--- config.mk ---
export PLATFORM = sky130hd
export DESIGN_NAME = mem_fence_ctrl
export DESIGN_NICKNAME = d
export VERILOG_FILES = /design/src/rtl/fence_pkg.sv /design/src/rtl/fence_counter.sv /design/src/rtl/fence_tracker.sv /design/src/rtl/fence_cond.sv /design/src/rtl/mem_fence_ctrl.sv
export SDC_FILE = /design/constraint.sdc
export NUM_CORES = 1
export LEC_CHECK = 0
export BUFFER_PORTS_ARGS = -buffer_cell sky130_fd_sc_hd__buf_2
export CAP_MARGIN = 20
export CORE_UTILIZATION = 56
export DETAILED_ROUTE_END_ITERATION = 7
export PLACE_DENSITY = 0.82
export SYNTH_ARGS = -nofsm -noshare
export SYNTH_HDL_FRONTEND = slang
export SYNTH_SLANG_ARGS = --single-unit
--- constraint.sdc ---
create_clock -name clk -period 4 [get_ports clk]
set_clock_uncertainty 0.15 [all_clocks]
set_input_delay 0.4 -clock clk [delete_from_list [all_inputs] [get_ports clk]]
set_output_delay 0.4 -clock clk [all_outputs]
set_load 0.01 [all_outputs]
--- src/rtl/fence_pkg.sv ---
package fence_pkg;

    // operation kinds as driven on op_kind
    typedef enum logic [1:0] {
        OP_LOAD  = 2'd0,
        OP_STORE = 2'd1,
        OP_GINV  = 2'd2,
        OP_ISYNC = 2'd3
    } op_kind_e;

    // decoded barrier flavours
    typedef enum logic [1:0] {
        BK_FULL  = 2'd0,
        BK_ORDER = 2'd1,
        BK_GINV  = 2'd2
    } bar_kind_e;

    localparam logic [4:0] CODE_ORDER = 5'h10;
    localparam logic [4:0] CODE_GINV  = 5'h14;

    // outstanding-work counters, one slot each
    localparam int CNT_NUM   = 4;
    localparam int IDX_ORD   = 0;   // not yet at the ordering point
    localparam int IDX_GLB   = 1;   // not yet globally performed
    localparam int IDX_GINV  = 2;   // global invalidates in flight
    localparam int IDX_ISYNC = 3;   // instruction-cache syncs in flight

    // unknown codes fall back to the full completion barrier
    function automatic bar_kind_e decode_bar(logic [4:0] code);
        bar_kind_e k;
        if (code == CODE_ORDER)     k = BK_ORDER;
        else if (code == CODE_GINV) k = BK_GINV;
        else                        k = BK_FULL;
        return k;
    endfunction

    // which counters an issued operation bumps
    function automatic logic [CNT_NUM-1:0] issue_mask(op_kind_e k);
        logic [CNT_NUM-1:0] m;
        m = '0;
        case (k)
            OP_LOAD, OP_STORE: begin
                m[IDX_ORD] = 1'b1;
                m[IDX_GLB] = 1'b1;
            end
            OP_GINV: m[IDX_GINV]  = 1'b1;
            default: m[IDX_ISYNC] = 1'b1;
        endcase
        return m;
    endfunction

endpackage

--- src/rtl/fence_counter.sv ---
module fence_counter #(
    parameter int CNT_W = 4
) (
    input  logic             clk,
    input  logic             rst,
    input  logic             inc,
    input  logic             dec,
    output logic [CNT_W-1:0] cnt,
    output logic             zero
);

    // simultaneous inc and dec cancel
    always_ff @(posedge clk) begin
        if (rst)               cnt <= '0;
        else if (inc && !dec)  cnt <= cnt + 1'b1;
        else if (dec && !inc)  cnt <= cnt - 1'b1;
    end

    assign zero = (cnt == '0);

endmodule

--- src/rtl/fence_tracker.sv ---
module fence_tracker #(
    parameter int CNT_W = 4,
    parameter int NUM   = 4
) (
    input  logic                      clk,
    input  logic                      rst,
    input  logic [NUM-1:0]            inc_v,
    input  logic [NUM-1:0]            dec_v,
    output logic [NUM-1:0][CNT_W-1:0] cnt_v,
    output logic [NUM-1:0]            zero_v
);

    for (genvar i = 0; i < NUM; i++) begin : g_cnt
        fence_counter #(.CNT_W(CNT_W)) u_cnt (
            .clk  (clk),
            .rst  (rst),
            .inc  (inc_v[i]),
            .dec  (dec_v[i]),
            .cnt  (cnt_v[i]),
            .zero (zero_v[i])
        );
    end

endmodule

--- src/rtl/fence_cond.sv ---
module fence_cond
    import fence_pkg::*;
#(
    parameter int GINV_LEVEL = 2
) (
    input  bar_kind_e            kind,
    input  logic [CNT_NUM-1:0]   zero_v,
    output logic                 met
);

    logic isync_ok;

    // higher invalidate levels also drain instruction-cache syncs
    if (GINV_LEVEL >= 2) begin : g_isync_wait
        assign isync_ok = zero_v[IDX_ISYNC];
    end else begin : g_isync_free
        assign isync_ok = 1'b1;
    end

    always_comb begin
        case (kind)
            BK_ORDER: met = zero_v[IDX_ORD];
            BK_GINV:  met = zero_v[IDX_GINV] && isync_ok;
            default:  met = zero_v[IDX_ORD] && zero_v[IDX_GLB];
        endcase
    end

endmodule

--- src/rtl/mem_fence_ctrl.sv ---
module mem_fence_ctrl
    import fence_pkg::*;
#(
    parameter int CNT_W      = 4,
    parameter int GINV_LEVEL = 2
) (
    input  logic       clk,
    input  logic       rst,
    input  logic       op_valid,
    input  logic [1:0] op_kind,
    output logic       op_ready,
    input  logic       bar_valid,
    input  logic [4:0] bar_type,
    output logic       bar_ready,
    output logic       bar_done,
    input  logic       ack_order,
    input  logic       ack_global,
    input  logic       ack_ginv,
    input  logic       ack_isync
);

    logic                          pend_q;
    bar_kind_e                     kind_q;
    logic                          met;
    logic                          op_fire;
    logic                          bar_take;
    logic [CNT_NUM-1:0]            issue_v;
    logic [CNT_NUM-1:0]            ack_v;
    logic [CNT_NUM-1:0]            zero_v;
    logic [CNT_NUM-1:0][CNT_W-1:0] cnt_v;

    // an op issued alongside an accepted barrier is counted before it
    assign op_fire  = op_valid && op_ready;
    assign issue_v  = op_fire ? issue_mask(op_kind_e'(op_kind)) : '0;

    always_comb begin
        ack_v            = '0;
        ack_v[IDX_ORD]   = ack_order;
        ack_v[IDX_GLB]   = ack_global;
        ack_v[IDX_GINV]  = ack_ginv;
        ack_v[IDX_ISYNC] = ack_isync;
    end

    fence_tracker #(.CNT_W(CNT_W), .NUM(CNT_NUM)) u_track (
        .clk    (clk),
        .rst    (rst),
        .inc_v  (issue_v),
        .dec_v  (ack_v),
        .cnt_v  (cnt_v),
        .zero_v (zero_v)
    );

    fence_cond #(.GINV_LEVEL(GINV_LEVEL)) u_cond (
        .kind   (kind_q),
        .zero_v (zero_v),
        .met    (met)
    );

    // single pending slot, released in the cycle the condition holds
    assign bar_ready = !pend_q;
    assign bar_take  = bar_valid && bar_ready;
    assign bar_done  = pend_q && met;
    assign op_ready  = !pend_q || met;

    always_ff @(posedge clk) begin
        if (rst) begin
            pend_q <= 1'b0;
            kind_q <= BK_FULL;
        end else if (bar_done) begin
            pend_q <= 1'b0;
        end else if (bar_take) begin
            pend_q <= 1'b1;              // completion seen from next cycle
            kind_q <= decode_bar(bar_type);
        end
    end

endmodule

==> out/metrics.yaml <==
start_util_pct: 61.08
rows: 16
post-cts-setup-buffers: 0
finalPower_uw: 623.9
finalHoldViolCount: 0
period_needed_ps: 3270
syn-mean-instance-area_um2: 8.758
cts_resized: 0
track_usage_pct: 21.27
fillers: 165
worstPathMaxFanout: 4
placed_cell_area_mm2: 0.001331
gp_congestion: 0.8039
drc: 0
ioPinCount: 18
synthFlopType: "dfxtp_1"
initialDrtViolationCount: 15
hp-start: "bar_type[2]"
worstHoldPathType: "in2reg"
hold_end: "kind_q[1]"
first_global_vias: 915
grt_pass1_wl_um: 3939
drt_pass1_iterations: 4
critical_path_class: "reg2reg"
synthCells: 141
synth_seq_area_share_pct: 30.80
final_cell_mix: "nor2_1 (28), dfxtp_1 (19), buf_2 (17)"
grt_setup_unrepaired: "no"
utilization_pct: 67.14
leakagePower_nw: 0.6162
fin_nets: 190
syn_area_mm2: 0.001235
worstPathArrival_ps: 3320
detailroute.via_count: 998
syn2layout_area_growth_pct: 9.929
h-tree-depth: 1
synth_nets: 174
synth-seq-cells: 19
cts.hold.buffers_added: 0
antenna_found_initial: 0
clockBufferDepth: 2
cap_violations: 0
die-area_mm2: 0.002397
reg2reg_to: "u_track.g_cnt[0].u_cnt.cnt[3]"
hold_slack_ps: 207.7
coreArea_mm2: 0.002022
final_common_cell: "nor2_1"
ys.warnings.count: 0
finalMaxSlewViolations: 0
final_design_area_no_fill_mm2: 0.001358
p_per_area_mw_per_mm2: 459.5
async_reset_ff_share_pct: 0
diodes: 0
pre_cts_slack_ps: 724.9
wl_per_cell_um: 12.37
stdcell_count: 183
setup_viol: 0
status: "complete, no violations"
hpwl_um: 1823
ys_types: 25
cts_sinks: 19
numCtsBuffers: 3
min_path_cells: 3
r2r_cells: 10
post-route-period-util_pct: 81.75
tns_ps: 0
worst_pin_slew_ps: 401.0
r2r_slack_ps: 730
r2r_start: "u_track.g_cnt[0].u_cnt.cnt[0]"
drive_gt1_share_pct: 16.67
placed_cells: 179
cts_tree: "yes"
io_buffers: 17
grt_max_degree: 24
wl_um: 2264
antenna_left: 0
vias_per_cell: 5.454
dieHeight_um: 48.96
postLayoutSetupSlackWorst_ps: 730.1
crit_path_end_kind: "flip-flop"
max-vdd-ir-drop_mv: 0.2418
cts.reportedPaths.clkPinSlew_ps: 110
cp-start-kind: "flip-flop"
die_w_um: 48.96
synth-edff-count: 0
fmax_mhz: 305.8
max_slew_margin_pct: 73.02
grt_overflow: 0
clockRootBuffer: "clkbuf_4"
crit_required_ps: 4050
insertion_delay_ps: 300
worst max-delay path: stages (launching register included):
cell      delay, ps
dfxtp_1         370
or4_4           550
o211a_1         260
nor3b_1         310
ha_1            230
inv_1            90
ha_1            340
a21oi_1         230
a211oi_1        120
a31oi_1         190
mux2_2          350
worst max path at each step:
stage                               endpoint  slack [ps]  cells after the start                           from
3_5_place_dp   u_track.g_cnt[0].u_cnt.cnt[3]         720                     10  u_track.g_cnt[0].u_cnt.cnt[0]
2_1_floorplan  u_track.g_cnt[0].u_cnt.cnt[3]        1050                     10  u_track.g_cnt[0].u_cnt.cnt[0]
4_1_cts        u_track.g_cnt[0].u_cnt.cnt[3]         750                     12                      kind_q[0]
5_1_grt        u_track.g_cnt[1].u_cnt.cnt[3]         510                     11  u_track.g_cnt[1].u_cnt.cnt[0]
3_3_place_gp   u_track.g_cnt[0].u_cnt.cnt[3]         860                     10  u_track.g_cnt[0].u_cnt.cnt[0]
6_report       u_track.g_cnt[0].u_cnt.cnt[3]         730                     10  u_track.g_cnt[0].u_cnt.cnt[0]
kinds of logic (layout without fill, tap and decap cells):
family          Yosys count  in the layout  synth area share, %
xor+xnor                  8              8                5.673
fa+ha+maj                18             18                20.67
simple gates             47             47                18.64
compound gates           21             21                10.74
mux                       9              9                7.700
flops                    19             19                30.80
buf+inv                  19             34                5.774
layout make-up:
cell class | count | area, um2 | area share (%)
inverter | 13 | 48.80 | 3.594
timing repair buffer | 17 | 85.08 | 6.267
clock buffer | 4 | 26.28 | 1.935
sequential | 19 | 380.4 | 28.02
tap | 27 | 33.78 | 2.488
multi-input combinational | 103 | 783.3 | 57.70
per-layer routing:
layer  vias up  routed length (um)  global-route usage [%]
met5         -                   0                       0
met4         0                  28                   5.882
met3         4                  94                   4.050
met2        24                1065                   37.27
met1       457                1076                   26.47
li1        513                   -                       -
registers in the layout, summed over array words and instances (netlist names):
| register | count |
|---|---|
| u_track.g_cnt.u_cnt.cnt | 16 |
| pend_q | 1 |
| kind_q | 2 |
synthesized netlist by cell type (4+ instances only):
master,number,area share [%]
nand3_1,5,2.0
mux2i_1,5,4.1
dfxtp_1,19,31
nor4_1,4,2.0
nor2_1,28,8.5
mux2_2,4,3.6
nor2b_1,4,2.0
xor2_1,4,2.8
ha_1,14,14
a21oi_1,9,3.6
xnor2_1,4,2.8
a31oi_1,4,2.0
clkbuf_1,6,1.8
a211oi_1,4,2.4
inv_1,12,3.6
fa_1,4,6.5
report_power, final:
group          leakage (nW)  switching, mW  internal (mW)
Combinational         0.444          0.124          0.131
Clock                0.0150         0.0576         0.0388
Sequential            0.157         0.0421          0.230
Note: power is estimated with default switching activity, not from simulation.
